**config.mk**
```make
export PLATFORM = sky130hd
export DESIGN_NAME = fcs_engine
export DESIGN_NICKNAME = d
export VERILOG_FILES = /design/src/rtl/fcs_pkg.sv /design/src/rtl/fcs_op_decode.sv /design/src/rtl/fcs_shift_reg.sv /design/src/rtl/fcs_residue_chk.sv /design/src/rtl/fcs_engine.sv
export SDC_FILE = /design/constraint.sdc
export NUM_CORES = 1
export LEC_CHECK = 0
export ABC_CLOCK_PERIOD_IN_PS = 3400
export BUFFER_PORTS_ARGS = -buffer_cell sky130_fd_sc_hd__buf_2
export CAP_MARGIN = 20
export CORE_MARGIN = 3
export CORE_UTILIZATION = 59
export DETAILED_ROUTE_END_ITERATION = 10
export GPL_ROUTABILITY_DRIVEN = 0
export PLACE_DENSITY = 0.78
export SYNTH_ARGS = -nofsm -noshare
export SYNTH_HDL_FRONTEND = slang
export SYNTH_SLANG_ARGS = --single-unit
```
**constraint.sdc**
```tcl
create_clock -name clk -period 3.4 [get_ports clk]
set_input_delay 0.51 -clock clk [delete_from_list [all_inputs] [get_ports clk]]
set_output_delay 0.51 -clock clk [all_outputs]
set_load 0.02 [all_outputs]
```
**src/rtl/fcs_pkg.sv**
```systemverilog
package fcs_pkg;

    localparam int REG_W    = 32;
    localparam int NARROW_W = 16;

    typedef logic [REG_W-1:0] crc_t;

    typedef enum logic {
        MODE_NARROW = 1'b0,
        MODE_WIDE   = 1'b1
    } fcs_mode_e;

    typedef enum logic [1:0] {
        OP_HOLD   = 2'd0,
        OP_PRESET = 2'd1,
        OP_DRAIN  = 2'd2,
        OP_ABSORB = 2'd3
    } crc_op_e;

    typedef struct packed {
        crc_op_e op;
        logic    data;
    } crc_cmd_t;

    // Reflected generator polynomials (LSB-first processing)
    localparam crc_t POLY_NARROW = 32'h0000_8408;
    localparam crc_t POLY_WIDE   = 32'hEDB8_8320;

    // Remainder left by an intact frame, including its check field
    localparam crc_t GOOD_NARROW = 32'h0000_F0B8;
    localparam crc_t GOOD_WIDE   = 32'hDEBB_20E3;

    function automatic crc_t width_mask(fcs_mode_e mode);
        return (mode == MODE_WIDE) ? {REG_W{1'b1}}
                                   : crc_t'({NARROW_W{1'b1}});
    endfunction

    function automatic crc_t top_bit(fcs_mode_e mode);
        return (mode == MODE_WIDE) ? crc_t'(1) << (REG_W - 1)
                                   : crc_t'(1) << (NARROW_W - 1);
    endfunction

    function automatic crc_t absorb_bit(crc_t cur, logic b, fcs_mode_e mode);
        crc_t nxt;
        logic fb;
        fb  = cur[0] ^ b;
        nxt = (cur >> 1) & width_mask(mode);
        if (fb) begin
            nxt = nxt ^ ((mode == MODE_WIDE) ? POLY_WIDE : POLY_NARROW);
        end
        return nxt;
    endfunction

    // Shift the check value out; refill with ones so a drained register
    // ends up preset again
    function automatic crc_t drain_bit(crc_t cur, fcs_mode_e mode);
        return ((cur >> 1) & width_mask(mode)) | top_bit(mode);
    endfunction

endpackage

```
**src/rtl/fcs_op_decode.sv**
```systemverilog
module fcs_op_decode
    import fcs_pkg::*;
(
    input  logic     ce,
    input  logic     frame_clr,
    input  logic     fcs_shift,
    input  logic     bit_vld,
    input  logic     bit_in,
    output crc_cmd_t cmd
);
    always_comb begin
        cmd.data = bit_in;
        if (!ce) begin
            cmd.op = OP_HOLD;
        end else if (frame_clr) begin
            cmd.op = OP_PRESET;
        end else if (fcs_shift) begin
            cmd.op = OP_DRAIN;
        end else if (bit_vld) begin
            cmd.op = OP_ABSORB;
        end else begin
            cmd.op = OP_HOLD;
        end
    end
endmodule

```
**src/rtl/fcs_shift_reg.sv**
```systemverilog
module fcs_shift_reg
    import fcs_pkg::*;
(
    input  logic      clk,
    input  logic      rst,
    input  crc_cmd_t  cmd,
    input  fcs_mode_e mode,
    output crc_t      crc_q
);
    crc_t crc_d;

    always_comb begin
        unique case (cmd.op)
            OP_PRESET: crc_d = width_mask(mode);
            OP_DRAIN:  crc_d = drain_bit(crc_q, mode);
            OP_ABSORB: crc_d = absorb_bit(crc_q, cmd.data, mode);
            default:   crc_d = crc_q;
        endcase
    end

    always_ff @(posedge clk) begin
        if (rst) begin
            crc_q <= width_mask(mode);
        end else begin
            crc_q <= crc_d;
        end
    end
endmodule

```
**src/rtl/fcs_residue_chk.sv**
```systemverilog
module fcs_residue_chk
    import fcs_pkg::*;
(
    input  crc_t      crc_q,
    input  fcs_mode_e mode,
    output logic      match
);
    crc_t good;

    always_comb begin
        good  = (mode == MODE_WIDE) ? GOOD_WIDE : GOOD_NARROW;
        match = ((crc_q & width_mask(mode)) == good);
    end
endmodule

```
**src/rtl/fcs_engine.sv**
```systemverilog
module fcs_engine
    import fcs_pkg::*;
(
    input  logic clk,
    input  logic rst,
    input  logic ce,
    input  logic frame_clr,
    input  logic bit_vld,
    input  logic bit_in,
    input  logic fcs_shift,
    input  logic wide_sel,
    output logic fcs_bit,
    output logic residue_ok
);
    fcs_mode_e mode;
    crc_cmd_t  cmd;
    crc_t      crc_q;

    assign mode = fcs_mode_e'(wide_sel);

    fcs_op_decode u_dec (
        .ce        (ce),
        .frame_clr (frame_clr),
        .fcs_shift (fcs_shift),
        .bit_vld   (bit_vld),
        .bit_in    (bit_in),
        .cmd       (cmd)
    );

    fcs_shift_reg u_reg (
        .clk   (clk),
        .rst   (rst),
        .cmd   (cmd),
        .mode  (mode),
        .crc_q (crc_q)
    );

    fcs_residue_chk u_res (
        .crc_q (crc_q),
        .mode  (mode),
        .match (residue_ok)
    );

    // Transmitted check bits are the complement of the register, LSB first
    assign fcs_bit = ~crc_q[0];

endmodule

```
==> run metrics, run 1 <==
Worst Path Class, Setup=flip-flop to primary output; IO Pins=10; DRC Markers=0; Netlist Area Pre-Place=0.001683 mm²; sequential-to-total area share from yosys stat=57.10%; worst hold path class=input pin to flip-flop; post-route ant nets=0; R2R depth=4; power density over the cells=434.6 mW/mm²; initial drt markers=42; max_cap viols=0; initial antenna violation count=0; reg2reg start=u_reg.crc_q[0]; syn_area_per_cell=12.95 µm²; diode count=0; post-synthesis cell type count=35; Buffers on Ports=9; WL/cell=~17 µm; Crit Path Max Fanout=2; DR top layer=met4; total CTS buffers=5; min Tclk post-route=approximately 2.5 ns; post-place setup slack=about 0.85 ns; Post-Syn Nets=roughly 140; Worst setup SP type=flip-flop; met2 routed WL=1390 µm; R2R setup slack=roughly 1.7 ns; critical path arrival=1.97 ns; maximum vdd ir drop=325.4 µV; clock tree root buffer cell=clkbuf_4; share of cells above drive strength 1=between 10% and 20%; via count=1119; CTS tree=done; die width=roughly 60 µm; worst setup margin=0.9209 ns; H-tree depth reported by CTS=2; Largest regs=u_reg.crc_q x32; Area Overhead vs Synth=6.617%; hold buffers post-CTS=0; met1 WL=around 1400 µm; Starting Density=between 60% and 70%; total grt overflow=0; Yosys warning count=0; post-CTS sizing=0; Pleak=about 0.63 nW; drt first pass iters=4; CP startpoint=u_reg.crc_q[29]; setup violators final=0; Max clock buf depth=2; HPWL Detailed=1966 µm; cell count after synthesis=130; most frequent cells in the layout=edfxtp_1, nand2_1, a21o_1, buf_2; number of flip-flops in the largest register=32; die footprint=0.003529 mm²; Power Total=0.0007798 W; critical path endpoint category=primary output; Slew Limit Fails=0; commonest non-fill, non-tap cell in the layout=edfxtp_1; first-pass GRT wire length=5181 µm; postcts setup bufs=0; Core Area=~0.0026 mm²; setup_tns=0 ns; DIE HEIGHT=59.41 µm; Synth Register Bits=32; fin nets=between 150 and 200; final worst path period share=72.92%; Top reg by flops=u_reg.crc_q; Least-Margin Pin Slew=between 0.5 and 0.6 ns; All-Layer GR Usage=20.27%; Clock Latency Late Sink=0.33 ns; DRT Wirelength=2959 µm; vias in the first global route=1078; Clock Sinks=32; status=finished clean; Max-slew headroom=64.99%; required time of the critical path=2.89 ns; Worst-path clk slew=0.10 ns; met3 WL post-DR=132 µm; hold_sp=rst; Final Skew=0.007266 ns; Via density=roughly 6.5; # rows=18; fmax=403.4 MHz; largest net degree at the start of global routing=25; end of the worst register-to-register path=u_reg.crc_q[19]; worst hold slack=0.5521 ns; crit path to=residue_ok; RSZ-0062 raised after global routing=false; Final Hold Fails=0
stage by stage:
step	utilization (%)	std cells	instance area, µm²
floorplan	-	130	1683
global placement	67.39	165	1745
detailed placement	67.39	165	1745
CTS	69.28	173	1794
global route	69.28	173	1794
finish	69.28	173	1794
power breakdown:
group | total (W) | internal, W | switching, W
Clock | 0.000201 | 0.0000794 | 0.000122
Combinational | 0.0000851 | 0.0000350 | 0.0000501
Sequential | 0.000493 | 0.000471 | 0.0000222
cell usage after synthesis, drive strengths merged:
cell type   n  area share, %
mux2i       1           0.59
nor3b       1           0.45
nand2b      2           0.74
xor2        3            1.6
o21bai      1           0.45
a2111oi     1           0.89
a41oi       1           0.52
nor4        2           0.74
nand4       2           0.74
o22ai       1           0.37
buf         4            1.9
nor2b       1           0.37
a221o       5            3.0
inv         3           0.67
nand4b      3            1.6
and4        1           0.52
o21a        8            3.6
edfxtp     32             57
clkbuf      3           0.67
a211oi      1           0.45
o211a       8            4.8
or2         2           0.74
nand2      12            2.7
o21ai       1           0.30
ha          3            2.2
a21oi       1           0.30
xnor2       4            2.5
nor4b       3            2.5
nor2        7            1.6
a31oi       2           0.74
a21o       11            4.9
per-layer routing:
metal / global-route usage, % / vias to the layer above
met5: 0 / -
met4: 9.709 / 0
met3: 5.882 / 7
met2: 28.55 / 22
met1: 28.55 / 556
li1: - / 534
worst max-delay path, stage by stage, from the launching register on:
cell and delay, ns:
edfxtp_1 0.41, nand4b_1 0.19, nor4_1 0.27, nand4b_1 0.17, a2111oi_2 0.39, buf_2 0.22
worst min-delay path by stage:
stage / slack (ns) / end / cells past startpoint
6_report: 0.55 / u_reg.crc_q[15] / 2
5_1_grt: 0.55 / u_reg.crc_q[15] / 2
4_1_cts: 0.53 / u_reg.crc_q[15] / 2
3_5_place_dp: 0.54 / u_reg.crc_q[1] / 1
3_3_place_gp: 0.53 / u_reg.crc_q[6] / 1
2_1_floorplan: 0.51 / u_reg.crc_q[12] / 1
cells by family (layout without fill, tap and decap cells):
| group | after synthesis | after routing | share of synthesized area, % |
|---|---|---|---|
| XOR/XNOR | 7 | 7 | 4.090 |
| AND/OR/NAND/NOR | 36 | 36 | 12.57 |
| AO/OA/AOI/OAI | 41 | 41 | 20.22 |
| flip-flops | 32 | 32 | 57.10 |
| adder cells (fa/ha/maj) | 3 | 3 | 2.231 |
| buffers and inverters | 10 | 23 | 3.196 |
| multiplexers | 1 | 1 | 0.5948 |
cell type report:
class	instances	area (µm²)
multi-input combinational	88	668.1
inverter	3	11.26
sequential	32	960.9
clock inverter	1	3.754
fill	195	795.8
clock buffer	7	45.04
timing repair buffer	12	67.56
tap	30	37.54
(Power assumes the default switching activity.)
==> run 2: changes to the inputs <==
--- a/config.mk
+++ b/config.mk
@@ -5,14 +5,14 @@
 export SDC_FILE = /design/constraint.sdc
 export NUM_CORES = 1
 export LEC_CHECK = 0
-export ABC_CLOCK_PERIOD_IN_PS = 3400
+export ABC_CLOCK_PERIOD_IN_PS = 2100
 export BUFFER_PORTS_ARGS = -buffer_cell sky130_fd_sc_hd__buf_2
 export CAP_MARGIN = 20
 export CORE_MARGIN = 3
-export CORE_UTILIZATION = 59
+export CORE_UTILIZATION = 53
 export DETAILED_ROUTE_END_ITERATION = 10
 export GPL_ROUTABILITY_DRIVEN = 0
-export PLACE_DENSITY = 0.78
+export PLACE_DENSITY = 0.74
 export SYNTH_ARGS = -nofsm -noshare
 export SYNTH_HDL_FRONTEND = slang
 export SYNTH_SLANG_ARGS = --single-unit
==> constraint.sdc (replaced) <==
create_clock -name clk -period 2.1 [get_ports clk]
set_input_delay 0.315 -clock clk [delete_from_list [all_inputs] [get_ports clk]]
set_output_delay 0.315 -clock clk [all_outputs]
set_load 0.02 [all_outputs]
==> run 2 against run 1 <==
Effect of this change: the flow now finishes with violations (setup timing); clock skew is 0.00080 ns higher; sequential share of layout area is 4.9 points lower; die area is 10% higher; highest routed layer unchanged; worst setup slack worse by 1.0 ns; flip-flop and latch count stayed put; cell area is 10% higher; critical path depth stayed put; register-to-register slack worse by 1.4 ns; largest power group unchanged; via count is 3.9% higher; non-clock buffer count is 13 higher.
==> run metrics, run 2 (synthesis results as in run 1) <==
commonest non-fill, non-tap cell in the layout=edfxtp_1; Hold Path End=u_reg.crc_q[15]; setup violators final=1 (+1); Clock Latency Late Sink=0.33 ns (about the same); Cell Chain, Critical Path=nor4b_2 -> and4_1 -> a41oi_2 -> a2111oi_4 -> buf_4; All-Layer GR Usage=18.56% (-1.7 points); Largest regs=u_reg.crc_q x32; hold_sp=rst; critical path arrival=1.89 ns (-0.08 ns); DRC Markers=0 (unchanged); Worst path slowest cell=edfxtp_1; RSZ-0062 raised after global routing=true; drt first pass iters=4 (unchanged); Pleak=0.7106 nW (+12%); IO Pins=10 (unchanged); Flop pwr share=61.8% (-1.5 points); # rows=19 (+1); hold path cells=2 (unchanged); fmax=454.1 MHz; initial antenna violation count=0 (unchanged); Least-Margin Pin Slew=0.4809 ns (-0.04432 ns); min Tclk post-route=2.202 ns; share of cells above drive strength 1=25.64% (+10 points); Starting Density=58.02% (-7.0 points); clock tree root buffer cell=clkbuf_4; Via density=5.874 (-9.2%); failing checks=setup timing; Int Pwr=0.0009697 W (+66%); Worst setup SP type=flip-flop; H-tree depth reported by CTS=2 (unchanged); Clock Sinks=32 (unchanged); critical path endpoint category=primary output; Worst Path Class, Setup=flip-flop to primary output; total grt overflow=0 (unchanged); vias in the first global route=1206 (+12%); Clk network pwr share=25.1% (-0.7 points); Worst-path clk slew=0.10 ns (about the same); CP delay by family, top=simple AND/OR/NAND/NOR gates; Max-slew headroom=67.88% (+2.9 points); Sw Share=24.88% (about the same); worst hold path class=input pin to flip-flop; Area Overhead vs Synth=17.40%; Final Util=68.12% (-1.2 points); post-route ant nets=0 (unchanged); Logic pwr share=13.1% (+2.2 points); fin nets=166 (+8.5%); Slew Limit Fails=0 (unchanged); final worst path period share=104.9%; post-place setup slack=-0.07701 ns (-0.9240 ns); WL/cell=16.18 µm (-5.4%); NetSw=0.0003213 W (+65%); R2R setup slack=0.36 ns (-1.35 ns); most frequent cells in the layout=edfxtp_1, buf_4, nand2_1, a21o_1; Buffers on Ports=9 (unchanged); Core Area=0.002900 mm² (+12%); power density over the cells=653.4 mW/mm² (+50%); max incr delay on CP=0.42 ns (about the same); Final Hold Fails=0 (unchanged); HPWL Detailed=2240 µm (+14%); Top reg by flops=u_reg.crc_q; worst setup margin=-0.1023 ns (-1.023 ns); max_cap viols=0 (unchanged); CP Buf/Inv Count=1 (unchanged); Max clock buf depth=2 (unchanged); die footprint=0.003888 mm² (+10%); DIE HEIGHT=62.35 µm (+5.0%); end of the worst register-to-register path=u_reg.crc_q[27]; initial drt markers=78 (+86%); via count=1163 (+3.9%); CTS tree=done; largest net degree at the start of global routing=17 (-32%); status=finished with violations; DRT Wirelength=3204 µm (+8.3%); diode count=0 (unchanged); number of flip-flops in the largest register=32 (unchanged); die width=62.35 µm (+5.0%); Final Skew=0.008068 ns (+0.0008021 ns); first-pass GRT wire length=5582 µm (+7.7%); reg2reg start=u_reg.crc_q[0]; required time of the critical path=1.78 ns (-1.11 ns); total CTS buffers=5 (unchanged); maximum vdd ir drop=401.5 µV (+23%); Crit Path Max Fanout=2 (unchanged); R2R depth=5 (+1)
[run 2: cell count changes in the layout (fill, tap and decap cells not counted), sizes merged]
| cell | before | now |
|---|---|---|
| buf | 12 | 25 |
[run 2: timing repair]
action                                  4_1_cts  5_1_grt
pin swaps                                     6        1
setup buffers                                 4        0
endpoints found under the setup margin        1        1
hold buffers                                  0        0
resized for setup                             3        3
[run 2: area by class of cell]
| cell class | instances | area [µm²] |
|---|---|---|
| tap | 42 | 52.55 |
| fill | 241 | 924.6 |
| sequential | 32 | 960.9 |
| clock buffer | 7 | 45.04 |
| inverter | 3 | 11.26 |
| timing repair buffer | 25 | 192.7 |
| clock inverter | 1 | 3.754 |
| multi-input combinational | 88 | 709.4 |
[run 2: metrics by stage]
stage | cells | hold WS (ns) | power, W | area (µm²) | setup TNS (ns)
2_1_floorplan | 130 | 0.4960 | 0.0009053 | 1685 | 0
3_3_place_gp | 186 | 0.5293 | 0.0009642 | 1856 | -0.07485
3_5_place_dp | 186 | 0.5420 | 0.0009714 | 1856 | -1.276
4_1_cts | 198 | 0.3683 | 0.001299 | 1954 | -0.09223
5_1_grt | 198 | 0.3635 | 0.001361 | 1976 | -0.1909
6_report | 198 | 0.3856 | 0.001291 | 1976 | -0.1023
[run 2: routing by layer]
| layer | up-vias | track usage (%) | wire length [µm] |
|---|---|---|---|
| met1 | 567 | 25.21 | 1506 |
| met2 | 31 | 27.96 | 1475 |
| met4 | 0 | 8.815 | 42 |
| li1 | 560 | - | - |
| met3 | 5 | 4.685 | 180 |
| met5 | - | 0 | 0 |
[run 2: worst reg2reg max path, cell delays in order, from the launching register on]
cell      delay (ns)
edfxtp_1        0.40
buf_4           0.18
xnor2_2         0.26
nand2_1         0.11
a21o_1          0.30
o211a_1         0.25
[run 2: worst max-delay path by stage]
stage	from	to	slack, ns	cells past startpoint
4_1_cts	u_reg.crc_q[14]	residue_ok	-0.09	5
5_1_grt	u_reg.crc_q[14]	residue_ok	-0.19	5
6_report	u_reg.crc_q[14]	residue_ok	-0.10	5
3_5_place_dp	bit_vld	u_reg.crc_q[4]	-0.08	8
3_3_place_gp	bit_vld	u_reg.crc_q[11]	-0.01	8
2_1_floorplan	bit_vld	u_reg.crc_q[0]	0.13	7
[run 2: power groups by stage]
stage | clock network, W | registers [W] | logic, W
finish | 0.000325 | 0.000797 | 0.000169
global route | 0.000370 | 0.000805 | 0.000187
CTS | 0.000334 | 0.000796 | 0.000169
detailed placement | 0 | 0.000812 | 0.000160
global placement | 0 | 0.000810 | 0.000155
floorplan | 0 | 0.000800 | 0.000105
==> run 3: changes to the inputs <==
--- a/config.mk
+++ b/config.mk
@@ -15,4 +15,5 @@
 export PLACE_DENSITY = 0.74
 export SYNTH_ARGS = -nofsm -noshare
 export SYNTH_HDL_FRONTEND = slang
+export SYNTH_HIERARCHICAL = 1
 export SYNTH_SLANG_ARGS = --single-unit
==> run 3 against run 2 <==
Effect of this change: the run still ends with setup timing left; clock skew decreased by 0.0043 ns; first-iteration DRC count decreased by 26%; sequential share of layout area increased by 5.3 points; power decreased by 7.2%; clock-buffer cell count decreased by 2; critical path type unchanged; largest power group unchanged.
==> run metrics, run 3 <==
worst hold path class=input pin to flip-flop; Worst setup SP type=flip-flop; Max clock buf depth=2 (unchanged); initial antenna violation count=0 (unchanged); Area Overhead vs Synth=10.14%; commonest non-fill, non-tap cell in the layout=edfxtp_1; number of flip-flops in the largest register=32 (unchanged); DIE HEIGHT=61.23 µm (-1.8%); post-place setup slack=0.2452 ns (+0.3223 ns); WL/cell=16.57 µm (+2.4%); Worst-path clk slew=0.10 ns (about the same); total grt overflow=0 (unchanged); die footprint=0.003749 mm² (-3.6%); IO Pins=10 (unchanged); via count=1205 (+3.6%); Synth Register Bits=32 (unchanged); Final Skew=0.003803 ns (-0.004265 ns); ys flop type=edfxtp_1; fmax=475.1 MHz (+4.6%); All-Layer GR Usage=19.57% (+1.0 points); Post-synth EDFFs=32 (unchanged); DRT Wirelength=3131 µm (-2.3%); Worst Path Class, Setup=flip-flop to primary output; H-tree depth reported by CTS=2 (unchanged); Finished Layout Cells=189 (-4.5%); Pleak=0.5560 nW (-22%); final worst path period share=100.2% (-4.6 points); setup violators final=1 (unchanged); critical path arrival=1.79 ns (-0.10 ns); top-area cell type share of the netlist area=59.44% (+2.3 points); reg2reg start=u_reg/crc_q[0]; Post-Syn Nets=149 (+5.7%); total CTS buffers=5 (unchanged); largest area contributor in the netlist=edfxtp_1; critical path endpoint category=primary output; die width=61.23 µm (-1.8%); Netlist Area Pre-Place=0.001617 mm² (-3.9%); hold_sp=ce; post-route ant nets=0 (unchanged); maximum vdd ir drop=334.0 µV (-17%); largest net degree at the start of global routing=33 (+16); Area after DPL=0.001688 mm² (-9.0%); Core Area=0.002829 mm² (-2.5%); Buffers on Ports=9 (unchanged); Slew Limit Fails=0 (unchanged); CP startpoint=u_reg/crc_q[29]; failing checks=setup timing; diode count=0 (unchanged); Synth async-reset ratio=0% (unchanged); Crit Path Max Fanout=2 (unchanged); max_cap viols=0 (unchanged); CTS tree=done; post-synthesis cell type count=30 (-14%); min Tclk post-route=2.105 ns (-0.09750 ns); required time of the critical path=1.78 ns (about the same); Starting Density=57.14% (-0.88 points); most frequent cells in the layout=edfxtp_1, o21ai_0, nor2_1, or3_1, a31oi_1; status=finished with violations; vias in the first global route=1142 (-5.3%); top post-synthesis cells by area=edfxtp_1, or3_1, a31oi_1; Top reg by flops=u_reg/crc_q; Final Cell Area=0.001780 mm² (-9.9%); initial drt markers=58 (-26%); Least-Margin Pin Slew=0.4167 ns (-0.06417 ns); Final Util=62.94% (-5.2 points); DRC Markers=0 (unchanged); # rows=19 (unchanged); clock tree root buffer cell=clkbuf_4; RSZ-0062 raised after global routing=true; cell count after synthesis=141 (+8.5%); R2R setup slack=0.50 ns (+0.14 ns); Clock Latency Late Sink=0.34 ns (about the same); HPWL Detailed=1962 µm (-12%); share of cells above drive strength 1=18.99% (-6.7 points); setup_tns=-0.004775 ns (+0.09750 ns); Final Hold Fails=0 (unchanged); most frequent cell after synthesis=edfxtp_1; syn_area_per_cell=11.46 µm² (-11%); drt first pass iters=4 (unchanged); Largest regs=u_reg/crc_q x32; power density over the cells=672.9 mW/mm² (+3.0%); Max-slew headroom=72.13% (+4.3 points); Yosys warning count=6 (+6); fin nets=165 (-0.60%); worst setup margin=-0.004775 ns (+0.09750 ns); sequential-to-total area share from yosys stat=59.44% (+2.3 points); Post-synth top cells=edfxtp_1, o21ai_0, nor2_1, or3_1, a31oi_1; Via density=6.376 (+8.5%); Clock Sinks=32 (unchanged); first-pass GRT wire length=5244 µm (-6.1%); placed cell count=177 (-4.8%)
run 3: per-stage QoR:
stage               hold WS, ns  power [W]
global route             0.5361   0.001241
finish                   0.4932   0.001198
floorplan                0.4961  0.0008382
CTS                      0.4865   0.001205
detailed placement       0.5254  0.0008734
global placement         0.5114  0.0008673
run 3: cells by family after synthesis:
| family | synth area share [%] |
|---|---|
| AOI/OAI and AO/OA | 10.99 |
| DFF | 59.44 |
| and+or+nand+nor | 24.69 |
| buffers and inverters | 3.328 |
| xor gates and xnor gates | 1.548 |
run 3: where the power goes:
group	internal, W	leakage [nW]	switching [W]
logic	0.0000369	0.243	0.0000682
clock network	0.000123	0.0324	0.000210
registers	0.000738	0.281	0.0000222
total	0.000897	0.556	0.000301
run 3: worst max-delay path, stage by stage, from the launching register on:
cell,delay [ns]
edfxtp_1,0.40
nand4b_1,0.21
nor3_2,0.21
nand2_1,0.10
a2111oi_2,0.31
buf_2,0.22
run 3: layout make-up:
type	instances	area, µm²
Clock inverter	3	13.76
Timing Repair Buffer	17	105.1
Tap cell	31	38.79
Multi-Input combinational cell	98	613.1
Fill cell	222	1049
Clock buffer	5	37.54
Inverter	3	11.26
Sequential cell	32	960.9
run 3: repair_timing:
action | 4_1_cts | 5_1_grt
gates resized for setup | 2 | 0
gates cloned | 0 | 0
buffers inserted | 2 | 2
hold buffers | 0 | 0
endpoints found under the setup margin | 1 | 1
pin swaps | 2 | 0
run 3: metal layers:
metal / global-route usage, % / vias up / part of all wire [%]
li1: - / 568 / -
met1: 26.87 / 579 / 46
met2: 27.79 / 49 / 45
met3: 3.983 / 9 / 6.5
met4: 13.31 / 0 / 2.4
met5: 0 / - / 0
run 3: worst paths after layout:
path	cells past startpoint	end
worst max register to register	5	u_reg/crc_q[30]
worst max-delay path	5	residue_ok
worst min-delay path	3	u_reg/crc_q[31]
worst min register to register	1	u_reg/crc_q[6]
